--- src/rtl/pb_pkg.sv ---
package pb_pkg;

  typedef enum logic [2:0] {
    ST_IDLE,
    ST_ACC,
    ST_ACC2,
    ST_RESP,
    ST_DRAIN
  } pbState_e;

  // strobes from control to datapath
  typedef struct packed {
    logic capture;
    logic regWr;
    logic loadLo;
    logic loadHi;
    logic hiHalf;
    logic drive;
  } pbStrobe_t;

  // verdict on the request presented at the master port
  typedef struct packed {
    logic isReg;
    logic bad;
    logic post;
  } pbDecide_t;

  localparam logic [31:0] MP_RESET  = 32'h7777_7777;
  localparam logic [31:0] PA_RESET  = 32'h5444_4444;
  localparam logic [31:0] OP_RESET  = 32'h4444_4444;
  localparam logic [31:0] MP_MASK   = 32'h7777_7777;

endpackage

--- src/rtl/pb_datapath.sv ---
module pb_datapath
  import pb_pkg::*;
#(
  parameter int NUM_SLV = 4,
  parameter int ADDR_W  = 16,
  parameter int SLV_AW  = 12,
  parameter int MST_W   = 3
) (
  input  logic                  clk,
  input  logic                  rstN,
  input  pbStrobe_t             stb,
  input  logic                  mWrite,
  input  logic                  mFetch,
  input  logic [MST_W-1:0]      mMaster,
  input  logic                  mSuper,
  input  logic [ADDR_W-1:0]     mAddr,
  input  logic [7:0]            mBe,
  input  logic [63:0]           mWdata,
  output pbDecide_t             dec,
  output logic                  reqFetch,
  output logic                  selReady,
  output logic [63:0]           mRdata,
  output logic                  mErr,
  output logic [NUM_SLV-1:0]    sValid,
  input  logic [NUM_SLV-1:0]    sReady,
  output logic                  sWrite,
  output logic [SLV_AW-1:0]     sAddr,
  output logic [3:0]            sBe,
  output logic [31:0]           sWdata,
  input  logic [NUM_SLV*32-1:0] sRdata,
  input  logic [NUM_SLV-1:0]    sErr
);

  localparam int SLOT_W  = (NUM_SLV > 1) ? $clog2(NUM_SLV) : 1;
  localparam int HI_W    = ADDR_W - 1 - SLV_AW - SLOT_W;
  localparam int OFF_W   = ADDR_W - 3;
  localparam int OP_N    = 4;
  localparam int ACL_W   = 32 * (OP_N + 1);

  // register file
  logic [31:0] mpcr;
  logic [31:0] pacr0;
  logic [31:0] opacr [OP_N];
  logic [ACL_W-1:0] aclFlat;

  always_comb begin
    aclFlat = '0;
    aclFlat[31:0] = pacr0;
    for (int i = 0; i < OP_N; i++) aclFlat[32*(i+1) +: 32] = opacr[i];
  end

  // lane selection
  logic [31:0] laneWd;
  logic [3:0]  laneBe;
  assign laneWd = mAddr[2] ? mWdata[63:32] : mWdata[31:0];
  assign laneBe = mAddr[2] ? mBe[7:4] : mBe[3:0];

  // register offset decode
  logic [OFF_W-1:0] offW;
  logic isMp, isPa, isOp, offOk;
  logic [1:0] opIdx;
  assign offW  = mAddr[ADDR_W-2:2];
  assign isMp  = (offW == OFF_W'(0));
  assign isPa  = (offW == OFF_W'(8));
  assign isOp  = (offW[OFF_W-1:2] == (OFF_W-2)'(4));
  assign opIdx = offW[1:0];
  assign offOk = (isMp | isPa | isOp) & (mAddr[1:0] == 2'b00);

  logic [31:0] regRd;
  always_comb begin
    regRd = '0;
    if (isMp)      regRd = mpcr;
    else if (isPa) regRd = pacr0;
    else if (isOp) regRd = opacr[opIdx];
  end

  // rule checks
  logic [3:0] mpField, modField;
  logic effSup, trusted, unmapped, regSpace, slvBad, regBad;
  logic [SLOT_W-1:0] slot;
  logic [HI_W-1:0]   hiBits;

  assign regSpace = mAddr[ADDR_W-1];
  assign mpField  = mpcr[{mMaster, 2'b00} +: 4];
  assign effSup   = mSuper & mpField[0];
  assign trusted  = mWrite ? mpField[1] : mpField[2];
  assign slot     = mAddr[SLV_AW +: SLOT_W];
  assign hiBits   = mAddr[ADDR_W-2 -: HI_W];
  assign modField = aclFlat[{slot, 2'b00} +: 4];
  assign unmapped = (|hiBits) | (32'(slot) >= NUM_SLV) | (mAddr[1:0] != 2'b00);
  assign slvBad   = unmapped | (modField[2] & ~effSup) | (mWrite & modField[1])
                  | (modField[0] & ~trusted);
  assign regBad   = ~effSup | ~offOk | mFetch;

  always_comb begin
    dec.isReg = regSpace;
    dec.bad   = regSpace ? regBad : slvBad;
    dec.post  = ~regSpace & ~slvBad & mWrite & ~mFetch & modField[3];
  end

  function automatic logic [31:0] mergeBe(input logic [31:0] oldV,
                                          input logic [31:0] newV,
                                          input logic [3:0]  be);
    logic [31:0] r;
    for (int b = 0; b < 4; b++) r[8*b +: 8] = be[b] ? newV[8*b +: 8] : oldV[8*b +: 8];
    return r;
  endfunction

  always_ff @(posedge clk) begin
    if (!rstN) begin
      mpcr  <= MP_RESET;
      pacr0 <= PA_RESET;
      for (int i = 0; i < OP_N; i++) opacr[i] <= OP_RESET;
    end else if (stb.regWr) begin
      if (isMp)      mpcr <= mergeBe(mpcr, laneWd, laneBe) & MP_MASK;
      else if (isPa) pacr0 <= mergeBe(pacr0, laneWd, laneBe);
      else if (isOp) opacr[opIdx] <= mergeBe(opacr[opIdx], laneWd, laneBe);
    end
  end

  // request hold and response assembly
  logic [SLV_AW-3:0] reqAddr;
  logic [3:0]        reqBe;
  logic [31:0]       reqWd, rdLo, rdHi;
  logic              reqWrite, errQ;
  logic [SLOT_W-1:0] slotQ;
  logic [31:0]       selWord;
  logic              selErr;

  assign selWord  = sRdata[32*slotQ +: 32];
  assign selErr   = sErr[slotQ];
  assign selReady = sReady[slotQ];

  always_ff @(posedge clk) begin
    if (!rstN) begin
      reqAddr  <= '0;
      reqBe    <= '0;
      reqWd    <= '0;
      reqWrite <= 1'b0;
      reqFetch <= 1'b0;
      slotQ    <= '0;
      errQ     <= 1'b0;
      rdLo     <= '0;
      rdHi     <= '0;
    end else begin
      if (stb.capture) begin
        reqAddr  <= mAddr[SLV_AW-1:2];
        reqBe    <= mFetch ? 4'hF : laneBe;
        reqWd    <= laneWd;
        reqWrite <= mWrite & ~mFetch;
        reqFetch <= mFetch;
        slotQ    <= slot;
        errQ     <= dec.bad;
        rdLo     <= regRd;
        rdHi     <= regRd;
      end
      if (stb.loadLo) begin
        rdLo <= selWord;
        if (!reqFetch) rdHi <= selWord;
        errQ <= errQ | selErr;
      end
      if (stb.loadHi) begin
        rdHi <= selWord;
        errQ <= errQ | selErr;
      end
    end
  end

  assign sValid = stb.drive ? (NUM_SLV'(1) << slotQ) : '0;
  assign sWrite = reqWrite;
  assign sBe    = reqBe;
  assign sWdata = reqWd;
  assign sAddr  = {reqAddr[SLV_AW-3:1], reqFetch ? stb.hiHalf : reqAddr[0], 2'b00};
  assign mErr   = errQ;
  assign mRdata = errQ ? 64'd0 : {rdHi, rdLo};

endmodule

--- src/rtl/pb_ctrl.sv ---
module pb_ctrl
  import pb_pkg::*;
(
  input  logic      clk,
  input  logic      rstN,
  input  logic      mValid,
  input  logic      mWrite,
  input  pbDecide_t dec,
  input  logic      reqFetch,
  input  logic      selReady,
  output logic      mReady,
  output logic      mRspValid,
  output pbStrobe_t stb
);

  pbState_e state, nextState;
  logic postQ;

  always_comb begin
    stb       = '0;
    nextState = state;
    mReady    = 1'b0;
    mRspValid = 1'b0;
    case (state)
      ST_IDLE: begin
        mReady = 1'b1;
        if (mValid) begin
          stb.capture = 1'b1;
          stb.regWr   = dec.isReg & ~dec.bad & mWrite;
          nextState   = (dec.bad | dec.isReg | dec.post) ? ST_RESP : ST_ACC;
        end
      end
      ST_ACC: begin
        stb.drive = 1'b1;
        if (selReady) begin
          stb.loadLo = 1'b1;
          nextState  = reqFetch ? ST_ACC2 : ST_RESP;
        end
      end
      ST_ACC2: begin
        stb.drive  = 1'b1;
        stb.hiHalf = 1'b1;
        if (selReady) begin
          stb.loadHi = 1'b1;
          nextState  = ST_RESP;
        end
      end
      ST_RESP: begin
        mRspValid = 1'b1;
        nextState = postQ ? ST_DRAIN : ST_IDLE;
      end
      ST_DRAIN: begin
        stb.drive = 1'b1;
        if (selReady) nextState = ST_IDLE;
      end
      default: nextState = ST_IDLE;
    endcase
  end

  always_ff @(posedge clk) begin
    if (!rstN) begin
      state <= ST_IDLE;
      postQ <= 1'b0;
    end else begin
      state <= nextState;
      if (stb.capture) postQ <= dec.post;
    end
  end

endmodule

--- src/rtl/periph_bridge.sv ---
module periph_bridge
  import pb_pkg::*;
#(
  parameter int NUM_SLV = 4,
  parameter int ADDR_W  = 16,
  parameter int SLV_AW  = 12,
  parameter int MST_W   = 3
) (
  input  logic                  clk,
  input  logic                  rstN,
  input  logic                  mValid,
  output logic                  mReady,
  input  logic                  mWrite,
  input  logic                  mFetch,
  input  logic [MST_W-1:0]      mMaster,
  input  logic                  mSuper,
  input  logic [ADDR_W-1:0]     mAddr,
  input  logic [7:0]            mBe,
  input  logic [63:0]           mWdata,
  output logic                  mRspValid,
  output logic [63:0]           mRdata,
  output logic                  mErr,
  output logic [NUM_SLV-1:0]    sValid,
  input  logic [NUM_SLV-1:0]    sReady,
  output logic                  sWrite,
  output logic [SLV_AW-1:0]     sAddr,
  output logic [3:0]            sBe,
  output logic [31:0]           sWdata,
  input  logic [NUM_SLV*32-1:0] sRdata,
  input  logic [NUM_SLV-1:0]    sErr
);

  pbStrobe_t stb;
  pbDecide_t dec;
  logic      reqFetch;
  logic      selReady;

  pb_ctrl u_ctrl (
    .clk       (clk),
    .rstN      (rstN),
    .mValid    (mValid),
    .mWrite    (mWrite),
    .dec       (dec),
    .reqFetch  (reqFetch),
    .selReady  (selReady),
    .mReady    (mReady),
    .mRspValid (mRspValid),
    .stb       (stb)
  );

  pb_datapath #(
    .NUM_SLV (NUM_SLV),
    .ADDR_W  (ADDR_W),
    .SLV_AW  (SLV_AW),
    .MST_W   (MST_W)
  ) u_dp (
    .clk      (clk),
    .rstN     (rstN),
    .stb      (stb),
    .mWrite   (mWrite),
    .mFetch   (mFetch),
    .mMaster  (mMaster),
    .mSuper   (mSuper),
    .mAddr    (mAddr),
    .mBe      (mBe),
    .mWdata   (mWdata),
    .dec      (dec),
    .reqFetch (reqFetch),
    .selReady (selReady),
    .mRdata   (mRdata),
    .mErr     (mErr),
    .sValid   (sValid),
    .sReady   (sReady),
    .sWrite   (sWrite),
    .sAddr    (sAddr),
    .sBe      (sBe),
    .sWdata   (sWdata),
    .sRdata   (sRdata),
    .sErr     (sErr)
  );

endmodule

--- config.mk ---
export PLATFORM = sky130hd
export DESIGN_NAME = periph_bridge
export DESIGN_NICKNAME = d
export VERILOG_FILES = /design/src/rtl/pb_pkg.sv /design/src/rtl/pb_datapath.sv /design/src/rtl/pb_ctrl.sv /design/src/rtl/periph_bridge.sv
export SDC_FILE = /design/constraint.sdc
export NUM_CORES = 1
export LEC_CHECK = 0
export BUFFER_PORTS_ARGS = -buffer_cell sky130_fd_sc_hd__buf_2
export CORE_AREA = 3 3 145 252
export DETAILED_ROUTE_END_ITERATION = 7
export DIE_AREA = 0 0 148 255
export GPL_TIMING_DRIVEN = 0
export PLACE_DENSITY = 0.68
export SYNTH_ARGS = -nofsm -noshare
export SYNTH_HDL_FRONTEND = slang
export SYNTH_SLANG_ARGS = --single-unit
--- constraint.sdc ---
create_clock -name clk -period 5.3 [get_ports clk]
set_input_delay 0.265 -clock clk [delete_from_list [all_inputs] [get_ports clk]]
set_output_delay 0.265 -clock clk [all_outputs]
set_load 0.1 [all_outputs]
# After elaboration in Yosys (flattened, before gate mapping)
# Memory sizes are Yosys's and may differ from the RTL's.
# Index checks and enable logic that the tools add are counted.
[word_totals] register_bits=175 latch_bits=0 ramBits=128 rom_bits=0 in_bits=233 out_inout_bits=120 elab_cells=137 n_memories=1
[op_classes] addsub=0 mul=0 n_div=0 n_lt_le_gt_ge=1 n_eq_ne=10 shifts=4 muxes=54 bitwise=31 reduce_logical=17
[memory_table] name="u_dp.opacr" depth=4 width=32 read_ports=5 rd_ports_with_merged_regs=0 write_ports=4 line="pb_datapath.sv:43" rtl="logic [31:0] opacr [OP_N];"
[op_table] op="$mux W32" count=11
[op_table] op="$shiftx A160 B5 Y4" count=1
[op_table] op="$shiftx A128 B8 Y32" count=1
[op_table] op="$mux W64" count=1
[op_table] op="$mux W8" count=4
[op_table] op="$reduce_or A32 Y1" count=1
[op_table] op="$shiftx A32 B6 Y3" count=1
[op_table] op="$mux W1" count=22
[op_table] op="$reduce_and A4 Y1" count=5
[op_table] op="$mux W3" count=5
[op_table] op="$pmux W3 S5" count=1
[op_table] op="$eq A13 B4 Y1 const B" count=1
[op_table] op="$logic_not A13 Y1" count=1
[op_table] op="$and A1 B1 Y1" count=12
[op_table] op="$mux W4" count=3
[op_table] op="$reduce_and A3 Y1" count=4
[op_table] op="$eq A11 B3 Y1 const B" count=1
[op_table] op="$or A1 B1 Y1" count=11
[op_table] op="$mux W2" count=5
[op_table] op="$ne A2 B2 Y1 const B" count=4
[op_table] op="$not A1 Y1" count=8
[op_table] op="$eq A3 B2 Y1 const B" count=2
[op_table] op="$bmux W1 S2" count=2
[op_table] op="$reduce_bool A2 Y1" count=2
[op_table] op="other kinds (8)" count=8

# Logic depth before layout (Yosys ltp)
[logic_depth] depth_word=18 ltp_mapped=9 mapped_depth_nobuf=5

# Hierarchy
# Synthesis repeated with hierarchy kept, for this count alone.
[unflattened] cells_unflattened=1371 area_unflattened_um2=15232.1
[modules_own_cells] module="pb_datapath" n_inst=1 cells_per_inst=1335 area_per_inst_um2=14911.8 seq_area_each_um2=7267.0
[modules_own_cells] module="pb_ctrl" n_inst=1 cells_per_inst=36 area_per_inst_um2=320.3 seq_area_each_um2=80.1

# Worst setup path after synthesis
# Ideal clock, no wire load.
[synth_timing] path_type="reg-to-reg" from="register u_ctrl.state[1]" to="memory u_dp.opacr[0][0], enable pin" setup_ps=470 arrival_ps=4370 required_ps=4830 slack_ps=460 stages_incl_launch_ff=9 path_buffers=3 synth_period_minus_slack_ps=4840 path_cell_list="dfxtp_1 nor4b_1 and2_1 and4_1 clkbuf_1 clkbuf_1 buf_2 nand2_1 o31ai_1"
[synth_lines] element="start: declaration" line="pb_ctrl.sv:16" rtl="pbState_e state, nextState;"
[synth_lines] element="start signal: assignment" line="pb_ctrl.sv:65" rtl="state <= nextState;"
[synth_lines] element="end: declaration" line="pb_datapath.sv:43"

==> run_results.csv <==
group,metric,value,unit
synth,synth_seq_cells,303,
final_layout,layout_common_cells,"buf_2, nor2_1, dfxtp_1, nand2_1, clkbuf_1",
global_routing,grt_pass1_wl,92.5,mm
clock_tree,clockRootBuffer,"clkbuf_16",
floorplanning,pin_count,353,
synth,avgSynthCellArea,9.68,sq um
floorplanning,die_w,148,microns
power,internal_power,4040,uW
sta,period_share,83.3,%
global_routing,grt_start_max_net_pins,29,
final_layout,synthToLayoutAreaGrowth,21.9,%
setup_path,crit_path_start_kind,"flop",
setup_path,end_kind,"flop",
drt,wl_per_cell,26.0,microns
drt,dr.pass1.iters,8,
synth,syn_area,0.0155,sq mm
power,sw_frac_of_total,35.3,%
power,pwr-share-comb,25.9,%
final_layout,multi_input_area,0.00754,sq mm
power,p_switching,2200,uW
sta,timing.fmax,0.226,GHz
synth,synth_edf_count,128,
sta,worst_pin_slew,1.54,ns
sta,setup_violations,0,
clock_tree,htreeDepth,1,
worst_hold_path,min_path_type,"input port to flop",
setup_path,cpPeakStageDelay,0.92,ns
setup_path,path_cells,"nor4b_1 > and2_1 > and4_1 > clkbuf_1 > clkbuf_1 > buf_2 > nand2_1 > o31ai_4 > buf_8",
synth,yosysWarnings,0,
synth,ys_seq_area_share,47.3,%
power,sequentialPowerShare,41.6,%
drt,final_antenna_net_count,0,
final_layout,drive_above_1_share,24.9,%
sta,hold_violations,0,
final_layout,layout_commonest_cell,"buf_2",
synth,synthArstFlopShare,0,%
clock_tree,post_cts_buffers,0,
clock_tree,tritoncts,"done",
setup_path,crit_slowest_cell,"nor4b_1",
setup_path,critPathKind,"flop to flop",
clock_tree,cts_buffers,28,
sta,maxSlewViolCount,11,
power,power_density,329,mW/mm^2
setup_path,crit_arrival,4.69,ns
sta,max_slew_margin,-5.37,%
power,p_leak,0.00734,uW
floorplanning,initial_core_util,44.8,%
final_layout,fill_cells,3316,
final_layout,postLayoutCoreUtil,54.6,%
placed_design,hpwl,51.5,mm
global_routing,antenna_found_initial,4,
drt,vias_per_cell,6.23,
drt,drtIter0Drc,1446,
floorplanning,die_area,0.0377,sq mm
synth,synth_cells,1606,
setup_path,crit_required,5.57,ns
power,clkPwrFrac,32.5,%
placed_design,io_buffer_count,344,
setup_path,crit_top_cell,"clkbuf_1",
status,violations,"design-rule violations, max-capacitance violations, max-slew violations",
final_layout,nNetsFinal,2224,
sta,clock_skew,0.0132,ns
job,max_cap_violations,1,
clock_tree,clk_pin_slew_worst_paths,0.06,ns
floorplanning,die_y,255,microns
clock_tree,clock_tree.buffer_depth,3,
final_layout,seqCellArea,0.00735,sq mm
global_routing,grt_util_all_layers,32.6,%
sta,rsz0062_at_grt,"no",
power,ir_drop,0.238,mV
global_routing,overflow,0,
placed_design,routabilityCongestion,0.972,
placed_design,place_ws,0.635,ns
synth,synth_flop_cell,"dfxtp_1",
drt,drc,2,
setup_path,ff2ff_path_depth,9,
sta,fin_crit,4.42,ns
floorplanning,coreArea,0.0347,sq mm
drt,drt-total-wl,64.5,mm
setup_path,crit_path_max_fanout,12,
global_routing,grt_pass1_vias,15328,
status,run_status,"finished with violations",
clock_tree,clock_sinks,303,
clock_tree,clock_latency,0.57,ns
worst_hold_path,hold_depth,3,
floorplanning,num_rows,90,
sta,setup_slack,0.883,ns
drt,vias,15423,
synth,synth_cell_types,53,
-- power by group through the flow --
stage	Clock [uW]	Sequential, uW	Combinational, uW
floorplan	0	2850	907
global placement	0	2640	1560
detailed placement	0	2640	1590
CTS	2020	2590	1600
global route	2110	2600	1680
finish	2030	2590	1620
-- stage by stage --
stage / instances / TNS [ns] / hold WS [ns] / cell area [sq um] / power, uW
3_3_place_gp: 2411 / -236.98 / 0.447 / 17800 / 4210
6_report: 2476 / 0 / 0.0349 / 19000 / 6230
3_5_place_dp: 2416 / 0 / 0.450 / 18000 / 4230
2_1_floorplan: 1607 / 0 / 0.401 / 15500 / 3760
4_1_cts: 2473 / 0 / 0.0127 / 18900 / 6210
5_1_grt: 2475 / 0 / 0.0381 / 19000 / 6390
-- flip-flops by register name (all words and copies together) (netlist names) --
register and count:
u_dp.sWdata 32, u_dp.rdLo 32, u_dp.reqFetch 1, u_dp.rdHi 32, u_dp.mpcr 24, u_ctrl.postQ 1, u_dp.opacr 128, u_dp.sBe 4
u_dp.mErr 1, u_ctrl.state 3, u_dp.pacr0 32, u_dp.reqAddr 10, u_dp.slotQ 2, u_dp.sWrite 1
-- critical path, delay by kind of cell, from the launching register on --
family	cells	cell delay (ns)
flops	1	0.37
compound gates	1	0.67
buf+inv	4	1.45
simple gates	4	1.63
-- what timing repair did --
| action | 4_1_cts | 5_1_grt |
|---|---|---|
| hold endpoints to repair | 5 | 0 |
| gates resized for setup | 0 | 0 |
| hold buffers | 5 | 0 |
-- cell usage after synthesis, types with 2 or more instances --
cell type / count / area (sq um)
a32o_1: 9 / 90.1
o21ai_0: 107 / 536
nor3b_1: 3 / 22.5
clkbuf_1: 128 / 480
buf_1: 10 / 37.5
inv_1: 2 / 7.51
and3_1: 24 / 150
a211oi_1: 62 / 465
nor3_2: 4 / 40.0
o211ai_1: 26 / 195
nand3_1: 28 / 140
or4_1: 2 / 15.0
nor2_1: 183 / 687
and4_1: 3 / 26.3
nor3_1: 15 / 75.1
a22o_1: 24 / 210
nor4_1: 24 / 150
dfxtp_1: 175 / 3500
a31oi_1: 73 / 457
nor2b_1: 71 / 444
mux2i_1: 80 / 801
mux4_2: 49 / 1100
nand3b_1: 2 / 15.0
o221ai_1: 24 / 210
buf_6: 2 / 22.5
and2_1: 3 / 18.8
nand2_1: 168 / 631
mux2_2: 16 / 180
or2_2: 2 / 12.5
edfxtp_1: 128 / 3840
buf_4: 12 / 90.1
a21oi_1: 94 / 470
or3_1: 4 / 25.0
nor4b_1: 2 / 17.5
buf_2: 12 / 60.1
o221a_2: 9 / 101
nand4_1: 5 / 31.3
nand2b_1: 6 / 37.5
-- kinds of logic after synthesis --
| kind of cell | synth area share (%) |
|---|---|
| compound gates | 18.0 |
| xor+xnor | 0.0564 |
| buf+inv | 4.52 |
| flops | 47.3 |
| mux | 13.4 |
| other cells | 0.0241 |
| simple gates | 16.7 |
-- layer usage --
metal / wire length [microns] / GRT usage [%] / part of all wire [%]
met1: 19700 / 31.5 / 31
met5: 11 / 0 / 0.017
met4: 6360 / 27.0 / 9.9
met2: 32600 / 59.7 / 51
met3: 5760 / 5.69 / 8.9
-- area by class of cell --
type	count	area share [%]
Timing Repair Buffer	354	9.97
Clock buffer	40	4.15
Inverter	3	0.0594
Buffer	164	3.64
Clock inverter	12	0.555
Antenna cell	3	0.0396
Sequential cell	303	38.8
Tap cell	460	3.04
Multi-Input combinational cell	1137	39.8
-- worst paths after layout --
check	from	end	slack, ns
worst max-delay path	u_ctrl.state[1]$_SDFFE_PN0P_	u_dp.opacr[0][15]$_SDFFCE_PN0P_	0.88
worst min-delay path	mFetch	u_dp.reqFetch$_SDFFE_PN0P_	0.03
worst min register to register	u_dp.reqAddr[9]$_SDFFE_PN0P_	u_dp.reqAddr[9]$_SDFFE_PN0P_	0.46
worst max register to register	u_ctrl.state[1]$_SDFFE_PN0P_	u_dp.opacr[0][15]$_SDFFCE_PN0P_	0.88
Power figures use the tool's default switching activity.
